$ cat config.mk
export PLATFORM = sky130hd
export DESIGN_NAME = rst_sequencer
export DESIGN_NICKNAME = d
export VERILOG_FILES = /design/src/rtl/rsq_pkg.sv /design/src/rtl/rsq_sync2.sv /design/src/rtl/rsq_debounce.sv /design/src/rtl/rsq_hold_ctrl.sv /design/src/rtl/rst_sequencer.sv
export SDC_FILE = /design/constraint.sdc
export NUM_CORES = 1
export LEC_CHECK = 0
export BUFFER_PORTS_ARGS = -buffer_cell sky130_fd_sc_hd__buf_2
export CAP_MARGIN = 20
export CELL_PAD_IN_SITES_DETAIL_PLACEMENT = 0
export CELL_PAD_IN_SITES_GLOBAL_PLACEMENT = 1
export CORE_ASPECT_RATIO = 0.9
export CORE_MARGIN = 2
export CORE_UTILIZATION = 26
export CTS_CLUSTER_DIAMETER = 30
export DETAILED_ROUTE_END_ITERATION = 16
export HOLD_SLACK_MARGIN = 0.02
export PLACE_DENSITY_LB_ADDON = 0.1
export SLEW_MARGIN = 25
export SYNTH_ARGS = -nofsm -noshare
export SYNTH_HDL_FRONTEND = slang
export SYNTH_SLANG_ARGS = --single-unit
$ cat constraint.sdc
create_clock -name clk -period 3 [get_ports clk]
set_input_delay 0.6 -clock clk [delete_from_list [all_inputs] [get_ports clk]]
set_output_delay 0.6 -clock clk [all_outputs]
set_load 0.01 [all_outputs]
$ cat src/rtl/rsq_pkg.sv
package rsq_pkg;

    // Counter width able to hold values 0 .. n-1, never narrower than one bit.
    function automatic int cnt_width(input int n);
        int w;
        w = (n <= 2) ? 1 : $clog2(n);
        return w;
    endfunction

endpackage

$ cat src/rtl/rsq_sync2.sv
module rsq_sync2 #(
    parameter int W = 1
) (
    input  logic         clk,
    input  logic         arst_n,
    input  logic [W-1:0] d,
    output logic [W-1:0] q
);
    for (genvar i = 0; i < W; i++) begin : g_bit
        typedef struct packed {
            logic meta;
            logic stable;
        } stage_t;

        stage_t st_d, st_q;

        always_comb begin
            st_d.meta   = d[i];
            st_d.stable = st_q.meta;
        end

        always_ff @(posedge clk or negedge arst_n) begin
            if (!arst_n) st_q <= '0;
            else         st_q <= st_d;
        end

        assign q[i] = st_q.stable;
    end
endmodule

$ cat src/rtl/rsq_debounce.sv
module rsq_debounce #(
    parameter int DB_CYCLES = 2
) (
    input  logic clk,
    input  logic arst_n,
    input  logic lvl_in,
    output logic lvl_out
);
    localparam int DW = rsq_pkg::cnt_width(DB_CYCLES);
    localparam logic [DW-1:0] LAST = DW'(DB_CYCLES - 1);

    typedef struct packed {
        logic          lvl;
        logic [DW-1:0] cnt;
    } db_t;

    db_t db_d, db_q;

    // The input must differ from the accepted level on DB_CYCLES consecutive
    // edges before the accepted level follows it.
    always_comb begin
        db_d = db_q;
        if (lvl_in != db_q.lvl) begin
            if (db_q.cnt == LAST) begin
                db_d.lvl = lvl_in;
                db_d.cnt = '0;
            end else begin
                db_d.cnt = db_q.cnt + 1'b1;
            end
        end else begin
            db_d.cnt = '0;
        end
    end

    always_ff @(posedge clk or negedge arst_n) begin
        if (!arst_n) db_q <= '0;
        else         db_q <= db_d;
    end

    assign lvl_out = db_q.lvl;
endmodule

$ cat src/rtl/rsq_hold_ctrl.sv
module rsq_hold_ctrl #(
    parameter int HOLD_CYCLES = 16
) (
    input  logic clk,
    input  logic arst_n,
    input  logic run_ok,
    input  logic hold_req,
    output logic rst_hi,
    output logic rst_lo
);
    localparam int CW = rsq_pkg::cnt_width(HOLD_CYCLES);
    localparam logic [CW-1:0] LAST = CW'(HOLD_CYCLES - 1);

    typedef struct packed {
        logic          hi;
        logic          lo;
        logic [CW-1:0] cnt;
    } hold_t;

    hold_t h_d, h_q;

    // Priority: missing power, then held button, then timer expiry.
    always_comb begin
        h_d = h_q;
        if (!run_ok || hold_req) begin
            h_d.hi  = 1'b1;
            h_d.lo  = 1'b0;
            h_d.cnt = '0;
        end else if (h_q.hi) begin
            if (h_q.cnt == LAST) begin
                h_d.hi  = 1'b0;
                h_d.lo  = 1'b1;
                h_d.cnt = '0;
            end else begin
                h_d.cnt = h_q.cnt + 1'b1;
            end
        end
    end

    always_ff @(posedge clk or negedge arst_n) begin
        if (!arst_n) begin
            h_q.hi  <= 1'b1;
            h_q.lo  <= 1'b0;
            h_q.cnt <= '0;
        end else begin
            h_q <= h_d;
        end
    end

    assign rst_hi = h_q.hi;
    assign rst_lo = h_q.lo;
endmodule

$ cat src/rtl/rst_sequencer.sv
module rst_sequencer #(
    parameter int HOLD_CYCLES = 16,
    parameter int DB_CYCLES   = 2
) (
    input  logic clk,
    input  logic pwr_ok,
    input  logic btn_raw,
    output logic rst_o,
    output logic rst_n_o
);
    logic [1:0] sync_q;
    logic       pwr_sync;
    logic       btn_sync;
    logic       btn_db;

    // Bit 0 carries a constant one that walks in once power-good releases
    // the flops; bit 1 carries the button.
    rsq_sync2 #(.W(2)) u_sync (
        .clk    (clk),
        .arst_n (pwr_ok),
        .d      ({btn_raw, 1'b1}),
        .q      (sync_q)
    );

    assign pwr_sync = sync_q[0];
    assign btn_sync = sync_q[1];

    rsq_debounce #(.DB_CYCLES(DB_CYCLES)) u_db (
        .clk     (clk),
        .arst_n  (pwr_ok),
        .lvl_in  (btn_sync),
        .lvl_out (btn_db)
    );

    rsq_hold_ctrl #(.HOLD_CYCLES(HOLD_CYCLES)) u_hold (
        .clk      (clk),
        .arst_n   (pwr_ok),
        .run_ok   (pwr_sync),
        .hold_req (btn_db),
        .rst_hi   (rst_o),
        .rst_lo   (rst_n_o)
    );
endmodule

======== Yosys cells after proc, flatten, opt, wreduce, memory -nomap -nowiden ========
Index checks and enable logic that the tools add are counted.
cells by class
  add/subtract/negate cells ............... 2
  eq/ne operators ......................... 2
  multiplexer cells ....................... 6
  reduce and logical (&&, ||, !) cells .... 6
operators by type and width
  operator             number
  $mux 6               2
  $add 4x1->4 const B  1
  $eq 4x4->1 const B   1
  $mux 4               1
  $reduce_and 2->1     2
  $reduce_bool 2->1    2
  $mux 1               2
  $mux 2               1
  $add 1x1->1 const B  1
  $logic_not 1->1      1
  $logic_or 1x1->1     1
  $ne 1x1->1           1
word-level totals
  bits in registers ....................... 12
  bits of input ports ..................... 3
  word-level logic and storage cells ...... 25

======== Longest topological paths before layout ========
  depth after elaboration ................. 4
  gate-level depth with buffers ........... 4
  depth with buffers taken out ............ 4

======== Hierarchy ========
Synthesis repeated with hierarchy kept, for this count alone.
second synthesis, totals
  cell total of the unflattened synthesis .. 34
  area total of the unflattened synthesis .. 456.7 µm²
modules (own cells, without submodules)
  module         instances  cells an instance  area each (µm²)
  rsq_hold_ctrl  1          24                 275.3
  rsq_sync2      1          4                  100.1
  rsq_debounce   1          5                  77.6
  rst_sequencer  1          1                  3.8

======== Worst setup path after synthesis ========
OpenSTA, ideal clock, no wires.
  path kind ............................... register to output
  from .................................... reg u_hold.h_q (netlist bit u_hold.rst_hi)
  to ...................................... out rst_o
  data arrival time ....................... 0.575 ns
  required time ........................... 2.400 ns
  path slack .............................. 1.825 ns
  stages on the path, launching flop included .. 1
  path buffers ............................ 0
  path through ............................ dfstp_2
RTL lines
  what         RTL line             text
  from (decl)  rsq_hold_ctrl.sv:20  hold_t h_d, h_q;
  to (decl)    rst_sequencer.sv:8   output logic rst_o,
No word-level cell between the ends.

======== Worst setup path after layout ========
  from .................................... reg u_hold.h_q (netlist bit u_hold.rst_hi)
  to ...................................... out rst_o
No word-level cell between the ends.

==> flow_summary.ini <==
[run_status]
status = finished clean

[timing]
final_cycle_share_pct = 53.2
timing.fmax_mhz = 627
setup-tns-final_ns = 0
number_of_endpoints_failing_setup_at_the_final_stage = 0
hold_violations = 0
final.setup.worst_slack_ns = 1.41
min_cycle_time_layout_ns = 1.59
final-max-slew-violation-count = 0
fin_skew_ns = 0.00220
unrepaired_setup_endpoints_after_global_routing = false

[worst_setup_path]
path_cells = buf_2
worstSetupStartpointType = register
worst_setup_path_end_kind = output port
critical_path.top_delay_family = flip-flops
critPathSlowestCell = dfstp_2
reg2reg_from = u_hold.h_q[0]$_DFFE_PN0P_
cpPeakStageDelay_ns = 0.59
path_class = reg2out
register_to_register_setup_slack_ns = 1.81
crit_buf_inv = 1
critical_path_arrival_ns = 0.99
required_ns = 2.40
worstSetupStartpoint = u_hold.rst_hi$_DFF_PN1_
largest_driver_fanout_on_the_critical_path = 7

[floorplan]
fp.dieH_um = 43.5
start_util_pct = 27.4
placementRows = 14
fp.dieW_um = 47.9
ioPinCount = 5
design.core.area_um2 = 1650
fp.dieArea_um2 = 2090

[clock_tree]
postCtsResizedCells = 0
cts_tree = built
ctsRootBufferMaster = clkbuf_4
postCtsSetupBuffers = 0
ctsHoldBuffers = 0
clock_latency_ns = 0.26
cts.sinks = 12
cts_buffers = 3
clk_pin_slew_worst_paths_ns = 0.07
max-clock-path-buffers = 2
cts_h_tree_depth = 1

[synthesis]
synth_seq_cells = 12
mappedNetlistNets = 38
yosysUniqueCellTypes = 19
ys_seq_area_share_pct = 66.8
synth.yosys.warnings = 0
synth.avg_cell_area_um2 = 13.3
syn_area_um2 = 452
syn-instance-count = 34

[grt]
globalRoute.totalOverflow = 0
global_route.usage.total_pct = 8.35
grt_max_degree = 13
antenna_violations_before_repair = 0
grt_pass1_vias = 288
grt_first_pass_wirelength_um = 1170

[layout]
fin_nets = 47
syn_to_final_growth_pct = 19.1
leading_cell_types_in_the_layout_fill_and_taps_excluded = 11 x dfrtp_1, 4 x nor2_1, 4 x buf_2
n_antenna_cell = 0
share_of_post_route_cells_with_drive_strength_above_1_pct = 28.6
most_common_library_cell_in_the_layout_ignoring_fill_and_taps = dfrtp_1

[flow_run]
drv.max_cap_violation_count = 0

[placed_design]
gpl.final_weighted_congestion = 0.658
port_buffers = 4
place_hpwl_um = 499
place_ws_ns = 1.69

[detailed_routing]
detail_route.vias_per_cell = 4.20
first_iter_violations = 4
drc_errors = 0
route.vias.total = 277
postRouteWirelength_um = 659
drtAntennaViolNets = 0
drt-wirelength-per-cell_um = 9.98
detail_route.first_pass.iterations = 4

[power_and_ir_drop]
p_leak_uw = 0.000254
power.ir.vdd_worst_uv = 258
power.density_cell_area_nw_per_um2 = 706

[worst_hold_path]
worst_hold_path_type = in2async
## path summary, 6_finish.rpt
| path | endpoint | cells past startpoint |
|---|---|---|
| max in group asynchronous | u_hold.rst_hi$_DFF_PN1_ | 1 |
| worst min-delay path | u_db.lvl_out$_DFFE_PN0P_ | 1 |
| worst max register to register | u_hold.h_q[3]$_DFFE_PN0P_ | 3 |
| worst max-delay path | rst_o | 1 |
| min in group clk | u_sync.q[0]$_DFF_PN0_ | 0 |
| worst min register to register | u_sync.q[0]$_DFF_PN0_ | 0 |
## worst register-to-register path, stage by stage (launching register included)
cell	delay, ns
dfrtp_1	0.42
ha_1	0.26
a21o_1	0.17
a311oi_1	0.25
## area by class of cell
| type | instances | area, µm² |
|---|---|---|
| Timing Repair Buffer | 4 | 20.0 |
| Clock buffer | 4 | 36.3 |
| Multi-Input combinational cell | 22 | 150 |
| Sequential cell | 12 | 302 |
| Fill cell | 178 | 1110 |
| Tap cell | 24 | 30.0 |
## through the flow
step | cell area, µm² | instances | utilization (%) | power [µW] | hold slack [ns]
2_1_floorplan | 452 | 34 | - | 243 | 0.304
3_3_place_gp | 502 | 62 | 30.5 | 255 | 0.331
3_5_place_dp | 502 | 62 | 30.5 | 259 | 0.338
4_1_cts | 538 | 66 | 32.7 | 388 | 0.186
5_1_grt | 538 | 66 | 32.7 | 409 | 0.195
6_report | 538 | 66 | 32.7 | 380 | 0.194
## where the power goes
group | switching [µW] | total, µW | internal, µW
clock network | 51.3 | 125 | 73.7
registers | 19.2 | 204 | 185
logic | 22.6 | 50.7 | 28.0
## per-layer routing
layer  vias up  track usage [%]  share of wire [%]  wire [µm]
met2         8             10.9                 45        298
met4         0             6.49               0.61          4
met5         -                0                  0          0
met1       134             11.2                 48        317
li1        133                -                  -          -
met3         2             2.50                5.9         39
## synthesized netlist by cell type
cell type  number  area share, %
nand2_1         1           0.83
xnor2_1         1            1.9
a311oi_1        1            1.9
nand2b_1        2            2.8
ha_1            1            2.8
nand3b_1        1            1.7
mux2i_1         1            2.2
nand3_1         1            1.1
conb_1          1           0.83
a21o_2          1            1.9
a21o_1          1            1.7
dfstp_2         1            5.8
xor2_1          1            1.9
dfrtp_1        11             61
and2_4          1            1.9
a21oi_1         1            1.1
mux2_2          1            2.5
a31oi_1         2            2.8
nor2_1          4            3.3
## sequential cells by signal, summed over array words and instances (netlist names)
register / flops
u_sync.q: 2
u_db.db_q: 1
u_sync.g_bit.st_d: 2
u_hold.h_q: 4
u_hold.rst_lo: 1
u_hold.rst_hi: 1
u_db.lvl_out: 1
## cells by family (layout without fill, tap and decap cells)
kind of cell	Yosys count	after routing	share of synthesized area, %
AO/OA/AOI/OAI	6	6	9.42
flip-flops	12	12	66.8
XOR/XNOR	2	2	3.88
other	1	1	0.830
buffers and inverters	0	8	0
AND/OR/NAND/NOR	10	10	11.6
adder cells (fa/ha/maj)	1	1	2.77
multiplexers	2	2	4.71
No activity file was read; power rests on OpenSTA's default activity.
